**config.mk**
```make
export PLATFORM = sky130hd
export DESIGN_NAME = esr_unit
export DESIGN_NICKNAME = d
export VERILOG_FILES = /design/src/rtl/esr_pkg.sv /design/src/rtl/esr_cause_enc.sv /design/src/rtl/esr_next.sv /design/src/rtl/esr_unit.sv
export SDC_FILE = /design/constraint.sdc
export NUM_CORES = 1
export LEC_CHECK = 0
export ABC_AREA = 1
export CAP_MARGIN = 20
export CORE_AREA = 3 3 58 60
export CTS_BUF_LIST = sky130_fd_sc_hd__clkbuf_16
export CTS_CLUSTER_SIZE = 24
export DETAILED_ROUTE_END_ITERATION = 16
export DIE_AREA = 0 0 61 63
export GPL_ROUTABILITY_DRIVEN = 0
export GPL_TIMING_DRIVEN = 0
export PLACE_DENSITY = 0.69
export SLEW_MARGIN = 25
export SYNTH_ARGS = -nofsm -noshare
export SYNTH_HDL_FRONTEND = slang
export SYNTH_SLANG_ARGS = --single-unit
```
**constraint.sdc**
```tcl
create_clock -name clk -period 0.8 [get_ports clk]
set_input_delay 0.08 -clock clk [delete_from_list [all_inputs] [get_ports clk]]
set_output_delay 0.08 -clock clk [all_outputs]
set_load 0.01 [all_outputs]
```
**src/rtl/esr_pkg.sv**
```systemverilog
package esr_pkg;
  localparam int W = 32;

  // big-endian syndrome bit numbers; behaviour depends on their positions
  localparam int B_MC     = 0;
  localparam int B_TRAP   = 6;
  localparam int B_UNIMPL = 7;
  localparam int B_STORE  = 8;
  localparam int B_ZONE   = 9;
  localparam int B_FPU    = 12;
  localparam int B_AUX    = 13;
  localparam int B_U0     = 16;

  typedef logic [W-1:0] syn_t;

  localparam syn_t M_MC     = syn_t'(1) << (W-1-B_MC);
  localparam syn_t M_TRAP   = syn_t'(1) << (W-1-B_TRAP);
  localparam syn_t M_UNIMPL = syn_t'(1) << (W-1-B_UNIMPL);
  localparam syn_t M_STORE  = syn_t'(1) << (W-1-B_STORE);
  localparam syn_t M_ZONE   = syn_t'(1) << (W-1-B_ZONE);
  localparam syn_t M_FPU    = syn_t'(1) << (W-1-B_FPU);
  localparam syn_t M_AUX    = syn_t'(1) << (W-1-B_AUX);
  localparam syn_t M_U0     = syn_t'(1) << (W-1-B_U0);

  localparam syn_t M_WRITABLE = M_MC | M_TRAP | M_UNIMPL | M_STORE |
                                M_ZONE | M_FPU | M_AUX | M_U0;
endpackage

```
**src/rtl/esr_cause_enc.sv**
```systemverilog
module esr_cause_enc
  import esr_pkg::*;
(
  input  logic prog_stb,
  input  logic prog_trap,
  input  logic prog_unimpl,
  input  logic prog_fpu,
  input  logic prog_aux,
  input  logic dsi_stb,
  input  logic dsi_store,
  input  logic dsi_cacheop,
  input  logic dsi_zone,
  input  logic dsi_u0,
  input  logic xlat_stb,
  input  logic xlat_zone,
  output syn_t cause,
  output logic precise
);
  syn_t prog_bits, dsi_bits, xlat_bits;

  always_comb begin
    prog_bits = '0;
    if (prog_stb) begin
      if (prog_trap)   prog_bits |= M_TRAP;
      if (prog_unimpl) prog_bits |= M_UNIMPL;
      if (prog_fpu)    prog_bits |= M_FPU;
      if (prog_aux)    prog_bits |= M_AUX;
    end
  end

  always_comb begin
    dsi_bits = '0;
    if (dsi_stb) begin
      // cache invalidate / zero operations count as stores
      if (dsi_store || dsi_cacheop) dsi_bits |= M_STORE;
      if (dsi_zone)                 dsi_bits |= M_ZONE;
      if (dsi_u0)                   dsi_bits |= M_U0;
    end
  end

  assign xlat_bits = (xlat_stb && xlat_zone) ? M_ZONE : '0;
  assign cause     = prog_bits | dsi_bits | xlat_bits;
  assign precise   = prog_stb | dsi_stb | xlat_stb;
endmodule

```
**src/rtl/esr_next.sv**
```systemverilog
module esr_next
  import esr_pkg::*;
(
  input  syn_t cur,
  input  syn_t cause,
  input  logic precise,
  input  logic imc_stb,
  input  logic mc_enable,
  input  logic sw_we,
  input  syn_t sw_wdata,
  output syn_t nxt,
  output logic load
);
  logic imc_taken, imc_quiet;

  assign imc_taken = imc_stb & mc_enable;
  assign imc_quiet = imc_stb & ~mc_enable;

  always_comb begin
    nxt = cur;
    if (imc_taken) begin
      nxt = M_MC;
    end else if (precise) begin
      nxt = (cur & M_MC) | cause;
      if (imc_quiet) nxt = nxt | M_MC;
    end else if (imc_quiet) begin
      nxt = cur | M_MC;
    end else if (sw_we) begin
      nxt = sw_wdata & M_WRITABLE;
    end
  end

  assign load = imc_stb | precise | sw_we;
endmodule

```
**src/rtl/esr_unit.sv**
```systemverilog
module esr_unit
  import esr_pkg::*;
(
  input  logic        clk,
  input  logic        rst_n,
  input  logic        prog_stb,
  input  logic        prog_trap,
  input  logic        prog_unimpl,
  input  logic        prog_fpu,
  input  logic        prog_aux,
  input  logic        dsi_stb,
  input  logic        dsi_store,
  input  logic        dsi_cacheop,
  input  logic        dsi_zone,
  input  logic        dsi_u0,
  input  logic        xlat_stb,
  input  logic        xlat_zone,
  input  logic        imc_stb,
  input  logic        mc_enable,
  input  logic        sw_we,
  input  logic [31:0] sw_wdata,
  output logic [31:0] syn_q
);
  syn_t cause, nxt, r_q;
  logic precise, load;

  esr_cause_enc u_enc (
    .prog_stb, .prog_trap, .prog_unimpl, .prog_fpu, .prog_aux,
    .dsi_stb, .dsi_store, .dsi_cacheop, .dsi_zone, .dsi_u0,
    .xlat_stb, .xlat_zone,
    .cause, .precise
  );

  esr_next u_next (
    .cur(r_q), .cause, .precise, .imc_stb, .mc_enable,
    .sw_we, .sw_wdata, .nxt, .load
  );

  always_ff @(posedge clk) begin
    if (!rst_n)    r_q <= '0;
    else if (load) r_q <= nxt;
  end

  assign syn_q = r_q;

  p_rsvd_zero_r2: assert property (@(posedge clk) disable iff (!rst_n)
    (syn_q & ~M_WRITABLE) == '0);

  p_imc_on_r5: assert property (@(posedge clk) disable iff (!rst_n)
    (imc_stb && mc_enable) |=> syn_q == M_MC);

  p_imc_off_r6: assert property (@(posedge clk) disable iff (!rst_n)
    (imc_stb && !mc_enable && !prog_stb && !dsi_stb && !xlat_stb)
      |=> syn_q == ($past(syn_q) | M_MC));

  p_imc_join_r7: assert property (@(posedge clk) disable iff (!rst_n)
    (imc_stb && (prog_stb || dsi_stb || xlat_stb)) |=> syn_q[W-1-B_MC]);

  p_keep_mc_r3: assert property (@(posedge clk) disable iff (!rst_n)
    ((prog_stb || dsi_stb) && !imc_stb)
      |=> syn_q[W-1-B_MC] == $past(syn_q[W-1-B_MC]));

  p_sw_load_r9: assert property (@(posedge clk) disable iff (!rst_n)
    (sw_we && !imc_stb && !prog_stb && !dsi_stb && !xlat_stb)
      |=> syn_q == ($past(sw_wdata) & M_WRITABLE));

  p_idle_hold_r10: assert property (@(posedge clk) disable iff (!rst_n)
    (!sw_we && !imc_stb && !prog_stb && !dsi_stb && !xlat_stb)
      |=> $stable(syn_q));
endmodule

```
==> run_summary.xml <==
<?xml version="1.0" encoding="UTF-8"?>
<metrics>
  <group name="cts">
    <metric name="tritoncts_num_sinks" unit="">8</metric>
    <metric name="cts-root-to-sink-buffers" unit="">2</metric>
    <metric name="tritoncts.num_buffers" unit="">3</metric>
    <metric name="clock_tree.root_cell" unit="">sky130_fd_sc_hd__clkbuf_16</metric>
    <metric name="htree_levels" unit="">1</metric>
    <metric name="clock_pin_slew_reported_for_the_worst_setup_and_hold_paths_after_clock_tree_synthesis" unit="ns">0.04</metric>
    <metric name="clock_insertion_delay_worst_skew" unit="ns">0.23</metric>
    <metric name="hold_buffers" unit="">0</metric>
    <metric name="cts_tree" unit="">done</metric>
  </group>
  <group name="logic_synthesis">
    <metric name="synth.top_cells.by_area" unit="">sky130_fd_sc_hd__buf_4 (27%), sky130_fd_sc_hd__dfxtp_1 (24%), sky130_fd_sc_hd__nand2_1 (18%)</metric>
    <metric name="post-synth-top-area-fraction" unit="%">26.9</metric>
    <metric name="ys_async_sr_fraction" unit="%">0</metric>
    <metric name="post_synth_instance_area" unit="µm²">669</metric>
    <metric name="yosysWarningCount" unit="">0</metric>
    <metric name="ys_seq_area_share" unit="%">23.9</metric>
    <metric name="postSynthCellCount" unit="">99</metric>
    <metric name="postSynthAreaPerCell" unit="µm²">6.76</metric>
    <metric name="synth_cell_types" unit="">15</metric>
    <metric name="number_of_synthesized_register_bits" unit="">8</metric>
    <metric name="yosysMostFrequentCell" unit="">sky130_fd_sc_hd__nand2_1</metric>
    <metric name="number_of_flops_mapped_to_enable_cells_by_yosys" unit="">0</metric>
    <metric name="synth_flop_type" unit="">sky130_fd_sc_hd__dfxtp_1</metric>
    <metric name="synth_top_area_cell" unit="">sky130_fd_sc_hd__buf_4</metric>
    <metric name="yosys-top-cells-count" unit="">sky130_fd_sc_hd__nand2_1 (32), sky130_fd_sc_hd__buf_4 (24), sky130_fd_sc_hd__dfxtp_1 (8), sky130_fd_sc_hd__o21ai_0 (8), sky130_fd_sc_hd__a21oi_1 (7)</metric>
  </group>
  <group name="die">
    <metric name="initial_core_util" unit="%">22.5</metric>
    <metric name="row_count" unit="">20</metric>
    <metric name="overall_die_width" unit="µm">61</metric>
    <metric name="floorplan_core_area" unit="mm²">0.00298</metric>
    <metric name="i_o_pins" unit="">81</metric>
    <metric name="design.die.area" unit="mm²">0.00384</metric>
    <metric name="die-height" unit="µm">63</metric>
  </group>
  <group name="job">
    <metric name="drv_cap" unit="">0</metric>
  </group>
  <group name="hold_path">
    <metric name="hold_path_depth" unit="">5</metric>
    <metric name="min_to" unit="">syn_q[31]</metric>
    <metric name="min_from" unit="">imc_stb</metric>
    <metric name="min-delay-path-class" unit="">input pin to flip-flop</metric>
  </group>
  <group name="setup_path">
    <metric name="worstPathArrival" unit="ns">0.95</metric>
    <metric name="worstRegToRegCells" unit="">4</metric>
    <metric name="r2r-start" unit="">syn_q[31]</metric>
    <metric name="worstReg2RegEnd" unit="">syn_q[31]</metric>
    <metric name="critical_path.max_fanout" unit="">7</metric>
    <metric name="cp_startpoint_kind" unit="">input pin</metric>
    <metric name="r2r_slack" unit="ns">0.15</metric>
    <metric name="setup.worst_path.end_class" unit="">flip-flop</metric>
    <metric name="critPathRequiredTime" unit="ns">0.96</metric>
    <metric name="timing_worst_setup_path_type" unit="">input pin to flip-flop</metric>
  </group>
  <group name="timing">
    <metric name="layout_worst_path_cycle_share" unit="%">98.8</metric>
    <metric name="clock.fmax" unit="MHz">1270</metric>
    <metric name="drv_slew" unit="">0</metric>
    <metric name="final.setup.tns" unit="ns">0</metric>
    <metric name="hold_viol_final" unit="">0</metric>
    <metric name="final_report_setup_violation_count" unit="">0</metric>
    <metric name="fin_skew" unit="ns">0</metric>
    <metric name="grt_setup_unrepaired" unit="">yes</metric>
    <metric name="timing.hold.ws" unit="ns">0.196</metric>
    <metric name="final_period_minus_worst_setup_slack" unit="ns">0.790</metric>
  </group>
  <group name="drt">
    <metric name="detail_route.wirelength" unit="mm">2.00</metric>
    <metric name="dr_total_vias" unit="">752</metric>
    <metric name="drt_drc_violations_left" unit="">0</metric>
    <metric name="detail-route-antenna-nets" unit="">0</metric>
    <metric name="detailedRoute.firstPassIterationCount" unit="">4</metric>
    <metric name="initialDrtViolationCount" unit="">15</metric>
    <metric name="drt-wirelength-per-cell" unit="µm">10.3</metric>
    <metric name="vias_per_cell" unit="">3.86</metric>
  </group>
  <group name="grt">
    <metric name="groute.usage.overall" unit="%">9.70</metric>
    <metric name="globalRoute.totalOverflow" unit="">0</metric>
    <metric name="initial_antenna_violation_count" unit="">0</metric>
    <metric name="largest_net_degree_at_the_start_of_global_routing" unit="">8</metric>
    <metric name="grt_pass1_vias" unit="">634</metric>
    <metric name="grt_pass1_wl" unit="mm">2.86</metric>
  </group>
  <group name="finish">
    <metric name="final_layout_size_suffix_gt1_share" unit="%">43.8</metric>
    <metric name="number_of_nets_in_the_final_layout" unit="">213</metric>
    <metric name="area.growth.synth_to_final" unit="%">89.0</metric>
    <metric name="largest_register_ffs" unit="">8</metric>
    <metric name="antenna-diode-count" unit="">0</metric>
  </group>
  <group name="pwr">
    <metric name="ir_drop" unit="µV">515</metric>
    <metric name="leakage" unit="µW">0.000707</metric>
    <metric name="p_per_area" unit="mW/mm²">1400</metric>
  </group>
  <group name="status">
    <metric name="run_status" unit="">finished clean</metric>
  </group>
  <group name="place">
    <metric name="numPortBuffers" unit="">32</metric>
    <metric name="detailedPlacementHpwl" unit="mm">1.46</metric>
  </group>
</metrics>
## stage by stage
step                setup WS (ns)  cell area (µm²)  power (µW)  cells  util [%]
detailed placement         -0.658             1120         894    187      37.5
CTS                       0.00531             1160        1720    192      39.0
floorplan                  0.0855              756         699    122         -
global placement           -0.652             1120         892    187      37.5
finish                    0.00976             1260        1770    195      42.5
global route              -0.0311             1260        1850    195      42.5
## layout make-up
class	count	area [µm²]
repair buffers	35	324
inverters	8	30.0
flip-flops and latches	8	160
clock buffers	3	75.1
well taps	33	41.3
plain buffers	24	180
multi-input cells	84	454
fillers	312	1710
## repair_timing
| action | CTS | global route |
|---|---|---|
| gates cloned | 2 | 0 |
| gates resized for setup | 61 | 35 |
| setup endpoints to repair | 16 | 7 |
| pin swaps | 9 | 24 |
| buffers inserted | 0 | 3 |
## cell usage in the layout (no fill, tap or decap), drive strengths merged
cell,n
o21bai,1
buf,39
nand3,2
nor2,2
inv,8
dlymetal6s2s,5
nand2,38
clkdlybuf4s50,13
o21ai,8
dfxtp,8
a21oi,9
clkbuf,5
conb,24
## how the worst max path moves through the flow
stage	startpoint	endpoint	slack, ns	depth (start not counted)
5_1_grt	prog_stb	syn_q[25]	-0.03	6
3_5_place_dp	prog_stb	syn_q[15]	-0.66	6
3_3_place_gp	prog_stb	syn_q[22]	-0.65	6
6_report	xlat_stb	syn_q[25]	0.01	6
2_1_floorplan	mc_enable	syn_q[15]	0.09	6
4_1_cts	xlat_zone	syn_q[22]	0.005	6
## critical path, cell delays in order
cell and delay [ns]:
sky130_fd_sc_hd__buf_4 0.13, sky130_fd_sc_hd__nor2_4 0.12, sky130_fd_sc_hd__nand2_4 0.10, sky130_fd_sc_hd__a21oi_4 0.25, sky130_fd_sc_hd__nand2_1 0.12, sky130_fd_sc_hd__a21oi_2 0.14
## routing by layer
layer	vias to the layer above	GRT usage [%]	share of wire [%]
met3	4	3.10	8.8
met5	-	0	0
li1	393	-	-
met2	29	17.1	57
met1	326	10.4	33
met4	0	3.52	1.4
## logic make-up (layout without fill, tap and decap cells)
logic type	Yosys count	after routing	share of synthesized area, %
AOI/OAI and AO/OA	18	18	17.2
DFF	8	8	23.9
and+or+nand+nor	40	42	26.9
buffers and inverters	32	70	31.4
other	1	24	0.560
## power breakdown
part / total, µW / internal [µW] / leakage [µW] / switching (µW)
clock network: 839 / 645 / 0.0000370 / 194
registers: 434 / 423 / 0.0000658 / 10.4
logic: 498 / 264 / 0.000604 / 234
(Power assumes the default switching activity.)
